<file path="config.mk">
export PLATFORM = sky130hd
export DESIGN_NAME = divflag_unit
export DESIGN_NICKNAME = d
export VERILOG_FILES = /design/src/rtl/divflag_pkg.sv /design/src/rtl/divflag_mag.sv /design/src/rtl/divflag_iter.sv /design/src/rtl/divflag_post.sv /design/src/rtl/divflag_unit.sv
export SDC_FILE = /design/constraint.sdc
export NUM_CORES = 1
export LEC_CHECK = 0
export BUFFER_PORTS_ARGS = -buffer_cell sky130_fd_sc_hd__buf_2
export CORE_MARGIN = 10
export CORE_UTILIZATION = 45
export DETAILED_ROUTE_END_ITERATION = 16
export PLACE_DENSITY = 0.66
export SLEW_MARGIN = 20
export SYNTH_ARGS = -nofsm -noshare
export SYNTH_HDL_FRONTEND = slang
export SYNTH_HIERARCHICAL = 1
export SYNTH_SLANG_ARGS = --single-unit
export TNS_END_PERCENT = 30
</file>
<file path="constraint.sdc">
create_clock -name clk -period 5.3 [get_ports clk]
set_clock_uncertainty 0.15 [all_clocks]
set_input_delay 1.06 -clock clk [delete_from_list [all_inputs] [get_ports clk]]
set_output_delay 1.06 -clock clk [all_outputs]
set_load 0.03 [all_outputs]
</file>
<file path="src/rtl/divflag_pkg.sv">
package divflag_pkg;

    typedef enum logic [1:0] {
        ST_IDLE = 2'd0,
        ST_RUN  = 2'd1,
        ST_WRAP = 2'd2,
        ST_ZERO = 2'd3
    } dv_state_e;

    typedef enum logic [1:0] {
        GEN_BASE = 2'd0,
        GEN_MID  = 2'd1,
        GEN_LATE = 2'd2,
        GEN_LAST = 2'd3
    } dv_gen_e;

    typedef struct packed {
        logic n;
        logic z;
        logic v;
        logic c;
    } dv_flags_t;

endpackage

</file>
<file path="src/rtl/divflag_mag.sv">
// Converts operands to magnitudes and records their signs.
module divflag_mag #(
    parameter int DVD_W = 32,
    parameter int DVS_W = 16
) (
    input  logic [DVD_W-1:0] dvd_i,
    input  logic [DVS_W-1:0] dvs_i,
    input  logic             signed_i,
    output logic [DVD_W-1:0] dvd_mag_o,
    output logic [DVS_W-1:0] dvs_mag_o,
    output logic             dvd_neg_o,
    output logic             dvs_neg_o
);

    always_comb begin
        dvd_neg_o = signed_i & dvd_i[DVD_W-1];
        dvs_neg_o = signed_i & dvs_i[DVS_W-1];
        dvd_mag_o = dvd_neg_o ? (~dvd_i + 1'b1) : dvd_i;
        dvs_mag_o = dvs_neg_o ? (~dvs_i + 1'b1) : dvs_i;
    end

endmodule

</file>
<file path="src/rtl/divflag_iter.sv">
// Restoring shift-subtract datapath: one quotient bit per step.
module divflag_iter #(
    parameter int DVD_W = 32,
    parameter int DVS_W = 16
) (
    input  logic             clk,
    input  logic             rst_n,
    input  logic             load_i,
    input  logic             step_i,
    input  logic [DVD_W-1:0] dvd_mag_i,
    input  logic [DVS_W-1:0] dvs_mag_i,
    output logic [DVD_W-1:0] quo_o,
    output logic [DVS_W-1:0] rem_o
);

    logic [DVS_W:0]   acc_q;
    logic [DVD_W-1:0] quo_q;
    logic [DVS_W-1:0] dvs_q;
    logic [DVS_W:0]   trial;
    logic [DVS_W+1:0] diff;
    logic             fits;

    always_comb begin
        trial = {acc_q[DVS_W-1:0], quo_q[DVD_W-1]};
        diff  = {1'b0, trial} - {2'b00, dvs_q};
        fits  = ~diff[DVS_W+1];
    end

    always_ff @(posedge clk or negedge rst_n) begin
        if (!rst_n) begin
            acc_q <= '0;
            quo_q <= '0;
            dvs_q <= '0;
        end else if (load_i) begin
            acc_q <= '0;
            quo_q <= dvd_mag_i;
            dvs_q <= dvs_mag_i;
        end else if (step_i) begin
            acc_q <= fits ? diff[DVS_W:0] : trial;
            quo_q <= {quo_q[DVD_W-2:0], fits};
        end
    end

    assign quo_o = quo_q;
    assign rem_o = acc_q[DVS_W-1:0];

endmodule

</file>
<file path="src/rtl/divflag_post.sv">
// Applies signs, detects overflow and selects the flag values.
module divflag_post
    import divflag_pkg::*;
#(
    parameter int DVD_W = 32,
    parameter int DVS_W = 16
) (
    input  logic [DVD_W-1:0] quo_mag_i,
    input  logic [DVS_W-1:0] rem_mag_i,
    input  logic             signed_i,
    input  logic             dvd_neg_i,
    input  logic             dvs_neg_i,
    input  logic             dvd_top_i,
    input  dv_gen_e          gen_i,
    output logic             ovf_o,
    output logic [2*DVS_W-1:0] result_o,
    output dv_flags_t        flags_o
);

    localparam int BYTE_W = DVS_W / 2;
    localparam int HI_W   = DVD_W - DVS_W + 1;

    logic [DVD_W-1:0] quo_signed;
    logic [DVS_W-1:0] rem_signed;
    logic [HI_W-1:0]  sign_field;
    logic             ovf_uns;
    logic             ovf_sgn;
    logic             big_mag;
    logic [BYTE_W-1:0] low_byte;

    always_comb begin
        quo_signed = (dvd_neg_i ^ dvs_neg_i) ? (~quo_mag_i + 1'b1) : quo_mag_i;
        rem_signed = dvd_neg_i ? (~rem_mag_i + 1'b1) : rem_mag_i;
        sign_field = quo_signed[DVD_W-1:DVS_W-1];
        ovf_uns    = |quo_mag_i[DVD_W-1:DVS_W];
        ovf_sgn    = !((sign_field == '0) || (sign_field == '1));
        // magnitude quotient of 2^DVS_W or more is the same test as
        // (|dividend| >> DVS_W) >= |divisor|
        big_mag    = |quo_mag_i[DVD_W-1:DVS_W];
        low_byte   = quo_mag_i[BYTE_W-1:0];
        ovf_o      = signed_i ? ovf_sgn : ovf_uns;
        result_o   = {rem_signed, quo_signed[DVS_W-1:0]};

        flags_o = '0;
        if (!ovf_o) begin
            flags_o.n = quo_signed[DVS_W-1];
            flags_o.z = (quo_signed[DVS_W-1:0] == '0);
        end else begin
            flags_o.v = 1'b1;
            unique case (gen_i)
                GEN_BASE: flags_o.n = 1'b1;
                GEN_MID: begin
                    if (!signed_i) begin
                        flags_o.n = dvd_top_i;
                    end else if (!big_mag) begin
                        flags_o.n = low_byte[BYTE_W-1];
                        flags_o.z = (low_byte == '0);
                    end
                end
                default: ;
            endcase
        end
    end

endmodule

</file>
<file path="src/rtl/divflag_unit.sv">
// Top: operand capture, control state machine and output registers.
module divflag_unit
    import divflag_pkg::*;
#(
    parameter int DVS_W = 16
) (
    input  logic                 clk,
    input  logic                 rst_n,
    input  logic                 start_i,
    input  logic                 signed_i,
    input  logic [1:0]           gen_i,
    input  logic [2*DVS_W-1:0]   dividend_i,
    input  logic [DVS_W-1:0]     divisor_i,
    output logic                 done_o,
    output logic [2*DVS_W-1:0]   result_o,
    output logic                 flag_n_o,
    output logic                 flag_z_o,
    output logic                 flag_v_o,
    output logic                 flag_c_o,
    output logic                 dz_o
);

    localparam int DVD_W = 2 * DVS_W;
    localparam int CNT_W = $clog2(DVD_W);
    localparam logic [CNT_W-1:0] LAST_STEP = CNT_W'(DVD_W - 1);

    dv_state_e        state_q, state_d;
    logic [CNT_W-1:0] cnt_q;
    logic             mode_q, dvd_neg_q, dvs_neg_q, dvd_top_q;
    dv_gen_e          gen_q;

    logic [DVD_W-1:0] dvd_mag;
    logic [DVS_W-1:0] dvs_mag;
    logic             dvd_neg, dvs_neg;
    logic [DVD_W-1:0] quo_mag;
    logic [DVS_W-1:0] rem_mag;
    logic             post_ovf;
    logic [DVD_W-1:0] post_result;
    dv_flags_t        post_flags;
    logic             dvs_zero, accept, load, step;

    assign dvs_zero = (divisor_i == '0);
    assign accept   = (state_q == ST_IDLE) && start_i;
    assign load     = accept && !dvs_zero;
    assign step     = (state_q == ST_RUN);

    divflag_mag #(.DVD_W(DVD_W), .DVS_W(DVS_W)) mag_i (
        .dvd_i     (dividend_i),
        .dvs_i     (divisor_i),
        .signed_i  (signed_i),
        .dvd_mag_o (dvd_mag),
        .dvs_mag_o (dvs_mag),
        .dvd_neg_o (dvd_neg),
        .dvs_neg_o (dvs_neg)
    );

    divflag_iter #(.DVD_W(DVD_W), .DVS_W(DVS_W)) iter_i (
        .clk       (clk),
        .rst_n     (rst_n),
        .load_i    (load),
        .step_i    (step),
        .dvd_mag_i (dvd_mag),
        .dvs_mag_i (dvs_mag),
        .quo_o     (quo_mag),
        .rem_o     (rem_mag)
    );

    divflag_post #(.DVD_W(DVD_W), .DVS_W(DVS_W)) post_i (
        .quo_mag_i (quo_mag),
        .rem_mag_i (rem_mag),
        .signed_i  (mode_q),
        .dvd_neg_i (dvd_neg_q),
        .dvs_neg_i (dvs_neg_q),
        .dvd_top_i (dvd_top_q),
        .gen_i     (gen_q),
        .ovf_o     (post_ovf),
        .result_o  (post_result),
        .flags_o   (post_flags)
    );

    // next-state logic
    always_comb begin
        state_d = state_q;
        unique case (state_q)
            ST_IDLE: if (start_i) state_d = dvs_zero ? ST_ZERO : ST_RUN;
            ST_RUN:  if (cnt_q == LAST_STEP) state_d = ST_WRAP;
            ST_WRAP: state_d = ST_IDLE;
            ST_ZERO: state_d = ST_IDLE;
        endcase
    end

    // state register, iteration counter and captured operation attributes
    always_ff @(posedge clk or negedge rst_n) begin
        if (!rst_n) begin
            state_q   <= ST_IDLE;
            cnt_q     <= '0;
            mode_q    <= 1'b0;
            dvd_neg_q <= 1'b0;
            dvs_neg_q <= 1'b0;
            dvd_top_q <= 1'b0;
            gen_q     <= GEN_BASE;
        end else begin
            state_q <= state_d;
            if (accept) begin
                cnt_q     <= '0;
                mode_q    <= signed_i;
                dvd_neg_q <= dvd_neg;
                dvs_neg_q <= dvs_neg;
                dvd_top_q <= dividend_i[DVD_W-1];
                gen_q     <= dv_gen_e'(gen_i);
            end else if (step) begin
                cnt_q <= cnt_q + 1'b1;
            end
        end
    end

    // output registers
    always_ff @(posedge clk or negedge rst_n) begin
        if (!rst_n) begin
            done_o   <= 1'b0;
            dz_o     <= 1'b0;
            result_o <= '0;
            flag_n_o <= 1'b0;
            flag_z_o <= 1'b0;
            flag_v_o <= 1'b0;
            flag_c_o <= 1'b0;
        end else begin
            done_o <= 1'b0;
            dz_o   <= 1'b0;
            unique case (state_q)
                ST_WRAP: begin
                    done_o   <= 1'b1;
                    flag_n_o <= post_flags.n;
                    flag_z_o <= post_flags.z;
                    flag_v_o <= post_flags.v;
                    flag_c_o <= post_flags.c;
                    if (!post_ovf) result_o <= post_result;
                end
                ST_ZERO: begin
                    done_o   <= 1'b1;
                    dz_o     <= 1'b1;
                    flag_c_o <= 1'b0;
                end
                default: ;
            endcase
        end
    end

endmodule

</file>
* Word level (Yosys, flattened, before mapping)
Cells that the tools add are included.
** Word-level totals
- Register bits after elaboration :: 114
- Latch bits :: 0
- Memory bits (writable) :: 0
- Memory bits (read-only) :: 0
- Input bits :: 54
- Output and inout bits :: 38
- Logic and storage cells :: 81
- Memories kept :: 0
** Cells by class
- $add $sub $neg :: 6
- $mul :: 0
- Div/mod/pow operators :: 0
- Magnitude comparators :: 0
- Equal/unequal tests :: 8
- Shift operators :: 0
- Muxes and demuxes :: 25
- Bitwise gates (word level) :: 9
- Reductions and logical operators :: 17
** Operator list (count)
- 2-to-1 mux 32 bit :: 4
- 2-to-1 mux 16 bit :: 5
- adder 32 x 1 -> 32 bit (second input constant) :: 2
- inverter 32 bit :: 2
- adder 16 x 1 -> 16 bit (second input constant) :: 2
- zero test 16 bit :: 2
- inverter 16 bit :: 2
- subtractor 17 x 16 -> 18 bit :: 1
- equality test 17 bit (second input constant) :: 1
- zero test 17 bit :: 1
- OR reduction 16 bit :: 1
- 2-to-1 mux 2 bit :: 5
- 2-to-1 mux 5 bit :: 2
- zero test 8 bit :: 1
- 2-to-1 mux 1 bit :: 7
- case mux 2 bit (3 select lines) :: 1
- adder 5 x 1 -> 5 bit (second input constant) :: 1
- equality test 5 bit (second input constant) :: 1
- equality test 2 x 1 -> 1 bit (second input constant) :: 2
- equality test 2 bit (second input constant) :: 2
- zero test 2 bit :: 2
- inequality test 2 bit (second input constant) :: 2
- AND reduction 2 bit :: 2
- nonzero test 2 bit :: 2
- 8 further kinds :: 12

* Longest topological paths before layout
- Word-level depth :: 9
- Gate-level depth with buffers :: 13
- Mapped depth without buffers :: 11

* Modules after synthesis
Netlist, hierarchy kept.
** Modules (own cells, without submodules)
- divflag_iter :: instances 1, cells an instance 411, area each 3752.3 sq um, sequential area each 1601.5 sq um
- divflag_unit :: instances 1, cells an instance 131, area each 2192.1 sq um, sequential area each 1276.2 sq um
- divflag_post :: instances 1, cells an instance 243, area each 1625.3 sq um, sequential area each 0.0 sq um
- divflag_mag :: instances 1, cells an instance 168, area each 1087.3 sq um, sequential area each 0.0 sq um

* Worst setup path after synthesis
OpenSTA, ideal clock, no wires.
- Path type :: reg-to-reg
- Start :: register iter_i.quo_q[5] (netlist: iter_i/quo_o[5])
- End :: register result_o[0]
- Library setup time :: 0.125 ns
- Data arrival time :: 3.414 ns
- Required time :: 5.025 ns
- Path slack :: 1.611 ns
- Stages on the path, launching flop included :: 12
- Buffers on the path :: 2
- Period minus slack after synthesis :: 3.689 ns
- Path through :: dfrtp_1 -> or4_4 -> buf_6 -> or3_4 -> o31a_1 -> or4_1 -> a2111oi_2 -> and4_1 -> o31ai_2 -> nor2_8 -> buf_12 -> mux2_4
** Between the ends
- Word-level cells in the longest chain between the ends :: 9
- Elaborated cells between the ends (all ways) :: 10
- Classes of those cells :: add/sub: 1; eq/ne: 1; mux: 2; bitwise: 2; reduce/logical: 4
** RTL lines
- start, declared :: RTL line divflag_iter.sv:17 : logic [DVD_W-1:0] quo_q;
- start signal, assigned :: RTL line divflag_iter.sv:36 : quo_q <= dvd_mag_i;
- start signal, assigned :: RTL line divflag_iter.sv:40 : quo_q <= {quo_q[DVD_W-2:0], fits};
- inverter 32 bit * :: RTL line divflag_post.sv:32 : quo_signed = (dvd_neg_i ^ dvs_neg_i) ? (~quo_mag_i + 1'b1) : quo_mag_i;
- adder 32 x 1 -> 32 bit * :: RTL line divflag_post.sv:32
- 2-to-1 mux 32 bit * :: RTL line divflag_post.sv:32
- equality test 17 bit / zero test 17 bit (equally long branches) :: RTL line divflag_post.sv:36 : ovf_sgn = !((sign_field == '0) || (sign_field == '1));
- logical OR 1 bit * :: RTL line divflag_post.sv:36
- zero test 1 bit * :: RTL line divflag_post.sv:36
- 2-to-1 mux 1 bit * :: RTL line divflag_post.sv:41 : ovf_o = signed_i ? ovf_sgn : ovf_uns;
- named net post_ovf :: RTL line divflag_unit.sv:37 : logic post_ovf;
- inverter 1 bit (no source line) *
- AND reduction 2 bit (no source line) *
- end signal, assigned :: RTL line divflag_unit.sv:137 : if (!post_ovf) result_o <= post_result;
- end, declared :: RTL line divflag_unit.sv:15 : output logic [2*DVS_W-1:0] result_o,
Mark *: on every way through the listed nets, which the timed path passes. The rest lies on a longest branch.
A chain may end at the register's enable or synchronous reset.

* Worst setup path in the final report
- Start :: register iter_i.quo_q[9] (netlist: iter_i/quo_o[9])
- End :: register result_o[10]
Same word-level chain as after synthesis.

==> summary by stage <==
Timing
Timing would allow up to 235 MHz. In the finished design, the share of the clock period the worst path needs comes to 80.2%. Adding up every negative setup slack in the final design gives 0 ns. Setup violations remaining at the end of the flow were counted as 0.

The worst-margin pin slew is 1.01 ns. The max-slew violation count is 0. The final hold violation count came to 0. The final period demand of the worst path is 4.25 ns. The final worst-path setup slack is 1.05 ns. Setup repair after global routing left no endpoint under its margin. Measured against its own limit, the worst slew margin works out to 32.7%. Hold is met by 0.332 ns.

Route
The post-route DRC violation count is 0. The average via count per standard cell is 5.76. The via total after detailed routing is 7384.

Dividing the detail-routed wire length by the instance count gives 17.6 um. The final layout contains routed wiring with a total length of 22500 um. The count of TritonRoute iterations in the first routing pass is 6. The detail route stage leaves a number of antenna-violating nets equal to 0. The initial detailed-routing violation count is 638.

Synth
The count of warnings emitted by yosys is 6. The synthesized netlist occupies a cell area of 8660 um2. Of all cell types, the one taking the most synthesized area is sky130_fd_sc_hd__dfrtp_1. The most used standard cell by instance count after synthesis is sky130_fd_sc_hd__dfrtp_1. The number of storage elements in the synthesis netlist is 115. Sequential cells were found to cover 33.2% of the synthesized design area. For this run, asynchronously set or reset flops after synthesis account for 100%. The instance count of the mapped netlist is 953. The number of enable flip-flop cells after synthesis is 0. The synthesized area divided by synthesized cell count is 9.08 um2.

In the synthesized netlist, the cells that appear most often are sky130_fd_sc_hd__dfrtp_1 (115), sky130_fd_sc_hd__nand2_1 (91), sky130_fd_sc_hd__o21ai_0 (81), sky130_fd_sc_hd__nor2_1 (54), sky130_fd_sc_hd__xnor2_1 (51). The synthesized net count is 1031. The share of Yosys cell area claimed by the top area cell type is 33.2%. In the synthesized netlist the dominant register cell turns out to be sky130_fd_sc_hd__dfrtp_1. The synthesized netlist contains 85 unique library cells.

In the post-synthesis netlist, the biggest area contributors are sky130_fd_sc_hd__dfrtp_1 (33%), sky130_fd_sc_hd__mux2_4 (5.4%), sky130_fd_sc_hd__xnor2_1 (5.2%).

Power
Summed over all cells, the static leakage comes to 4.34 nW. The total power draw is 6.74 mW. In this run the power density over the cells is 690 nW/um2. The worst voltage drop across the vdd grid is 0.263 mV.

Clock tree
The root buffer selected by CTS is sky130_fd_sc_hd__clkbuf_16. The maximum buffer depth of the clock tree is 2. The clock latency at the later pin of the worst-skew pair is 0.42 ns. Clock-pin slew was measured on the worst setup and hold paths at 0.05 ns. Buffers added to address setup during post-CTS repair amount to 0. The number of gates resized after CTS is 0.

The TritonCTS buffer count is 17. The H-tree was split into 4 levels. TritonCTS built the clock tree.

Buffers inserted to repair hold after CTS numbered 0. The clock drives 115 sinks.

Status
The run finished with clean final reports.

Global routing
The global-route usage over all layers is 17.4%. The via count of the first global-routing pass was 6922. The remaining global-route overflow is 0.

The number of antenna violations at the first check in global routing came to 0. The maximum number of pins on one net before global-route repair is 78. The first global-routing pass estimated 37100 um of wire.

Critical path
STA classifies the critical path endpoint as a flip-flop. The critical path's slowest cell is sky130_fd_sc_hd__or4_1. The classification of the worst setup path is reg -> reg. The required time at the endpoint of the critical path is 5.45 ns. The kind of cell adding the most delay to the critical path is simple AND/OR/NAND/NOR gates.

Data arrives at the worst endpoint at 4.40 ns. The worst path buffer plus inverter count is 0. The launching element type of the critical path is a flip-flop. Traced cell by cell, the critical path runs through or4_1 > nor3_2 > nand3_1 > xnor2_1 > a22oi_1 > nor4_2 > o31ai_2 > nor2_8 > mux2_2. The maximum fanout along the worst path is 32. In this design, the stage delay of the slowest critical-path cell is 0.69 ns.

Floorplanning
Once the floorplan was initialized, standard cells occupied 46.0% of the core. The area of the die is 25200 um2. The die is 159 um tall. After floorplanning, the core was sized to cover 18800 um2. After floorplanning, the core was divided into 50 placement rows. From left edge to right edge, the die measures 159 um. The number of top-level design ports is 92.

Placed design
Prior to clock tree synthesis, the placed netlist has a worst setup slack of 1.09 ns. The wire-length estimate of the detail-placed layout is 16700 um. In this run the cell area measured after placement is 9160 um2.

In this run the tool buffered the top-level ports with 91 buffer cells. Routability-driven placement finished with a final weighted congestion of 0.907. The placed cell count is 1249.

Finish
Once layout is done, the placed cells without fillers occupy 9770 um2. The core utilization of the finished layout is 51.9%. The number of antenna diodes in the final layout is 0. For this run, the post-layout net count is 1086.

The post-route netlist has 19.8% of its cells at a drive strength greater than 1. The non-filler instance count after layout is 1281. The area overhead of the layout relative to synthesis is 12.9%.

Worst hold path
In this run the worst hold path is classified as reg -> reg.

Flow run
The max-capacitance violation count is 0.
[worst register-to-register path, cell delays in order, from the launching register on]
cell and delay [ns]:
sky130_fd_sc_hd__dfrtp_1 0.42, sky130_fd_sc_hd__or4_1 0.69, sky130_fd_sc_hd__nor3_2 0.61, sky130_fd_sc_hd__nand3_1 0.25, sky130_fd_sc_hd__xnor2_1 0.27, sky130_fd_sc_hd__a22oi_1 0.13, sky130_fd_sc_hd__nor4_2 0.39, sky130_fd_sc_hd__o31ai_2 0.19
sky130_fd_sc_hd__nor2_8 0.63, sky130_fd_sc_hd__mux2_2 0.42
[kinds of logic (layout without fill, tap and decap cells)]
kind of cell | after synthesis | count (layout) | share of synthesized area, %
and+or+nand+nor | 314 | 314 | 19.4
AOI/OAI and AO/OA | 227 | 227 | 17.6
DFF | 115 | 115 | 33.2
buffers and inverters | 102 | 170 | 5.75
xor gates and xnor gates | 87 | 87 | 8.80
muxes | 83 | 83 | 11.6
adders and majority gates | 24 | 24 | 3.56
other | 1 | 1 | 0.0433
[cell type report]
type                    instances  area (um2)
fillers                      1734        9060
repair buffers                 99         518
clock inverters                14         175
clock buffers                  18         439
multi-input cells             736        5290
well taps                     260         325
inverters                      39         146
flip-flops and latches        115        2880
[registers in the layout, summed over array words and instances, names as in the netlist]
signal	count
cnt_q	5
done_o	1
dvd_neg_q	1
dvd_top_q	1
dvs_neg_q	1
dz_o	1
flag_c_o	1
flag_n_o	1
flag_v_o	1
flag_z_o	1
gen_q	2
iter_i/acc_q	16
iter_i/dvs_q	16
iter_i/quo_o	32
mode_q	1
result_o	32
state_q	2
[path summary, 6_finish.rpt]
| kind | start | to | slack (ns) | cells after the start |
|---|---|---|---|---|
| setup / recovery | iter_i/quo_o[9]$_DFFE_PN0P_ | result_o[10]$_DFFE_PN0P_ | 1.05 | 9 |
| hold / removal | cnt_q[3]$_DFFE_PN0P_ | cnt_q[3]$_DFFE_PN0P_ | 0.33 | 1 |
| setup reg to reg | iter_i/quo_o[9]$_DFFE_PN0P_ | result_o[10]$_DFFE_PN0P_ | 1.05 | 9 |
| hold reg to reg | cnt_q[3]$_DFFE_PN0P_ | cnt_q[3]$_DFFE_PN0P_ | 0.33 | 1 |
| max in group asynchronous | rst_n | iter_i/quo_o[25]$_DFFE_PN0P_ | 3.31 | 2 |
| min in group asynchronous | rst_n | iter_i/dvs_q[13]$_DFFE_PN0P_ | 0.61 | 1 |
[power by group]
part	switching, mW	total (mW)	leakage (nW)	internal, mW
Clock	0.426	1.18	0.293	0.755
Combinational	2.12	3.72	2.60	1.60
Sequential	0.553	1.84	1.45	1.29
[layer usage]
metal,GRT usage [%],wire length (um),vias to the layer above
met5,0,0,-
met4,5.23,273,0
met3,3.59,1560,18
met2,23.4,9190,272
met1,26.6,11500,3497
li1,-,-,3597
[layout by cell type, fill, tap and decap left out, drive strengths merged, types with 10 or more instances in the layout]
cell	count
a21oi	32
a31oi	13
buf	99
clkbuf	18
dfrtp	115
ha	23
inv	42
mux2	44
mux2i	39
nand2	91
nand2b	12
nand3	27
nand4	10
nor2	55
nor3	24
nor4	19
o21ai	87
o31ai	16
or4	11
xnor2	51
xor2	36
No activity file was read; power rests on OpenSTA's default activity.
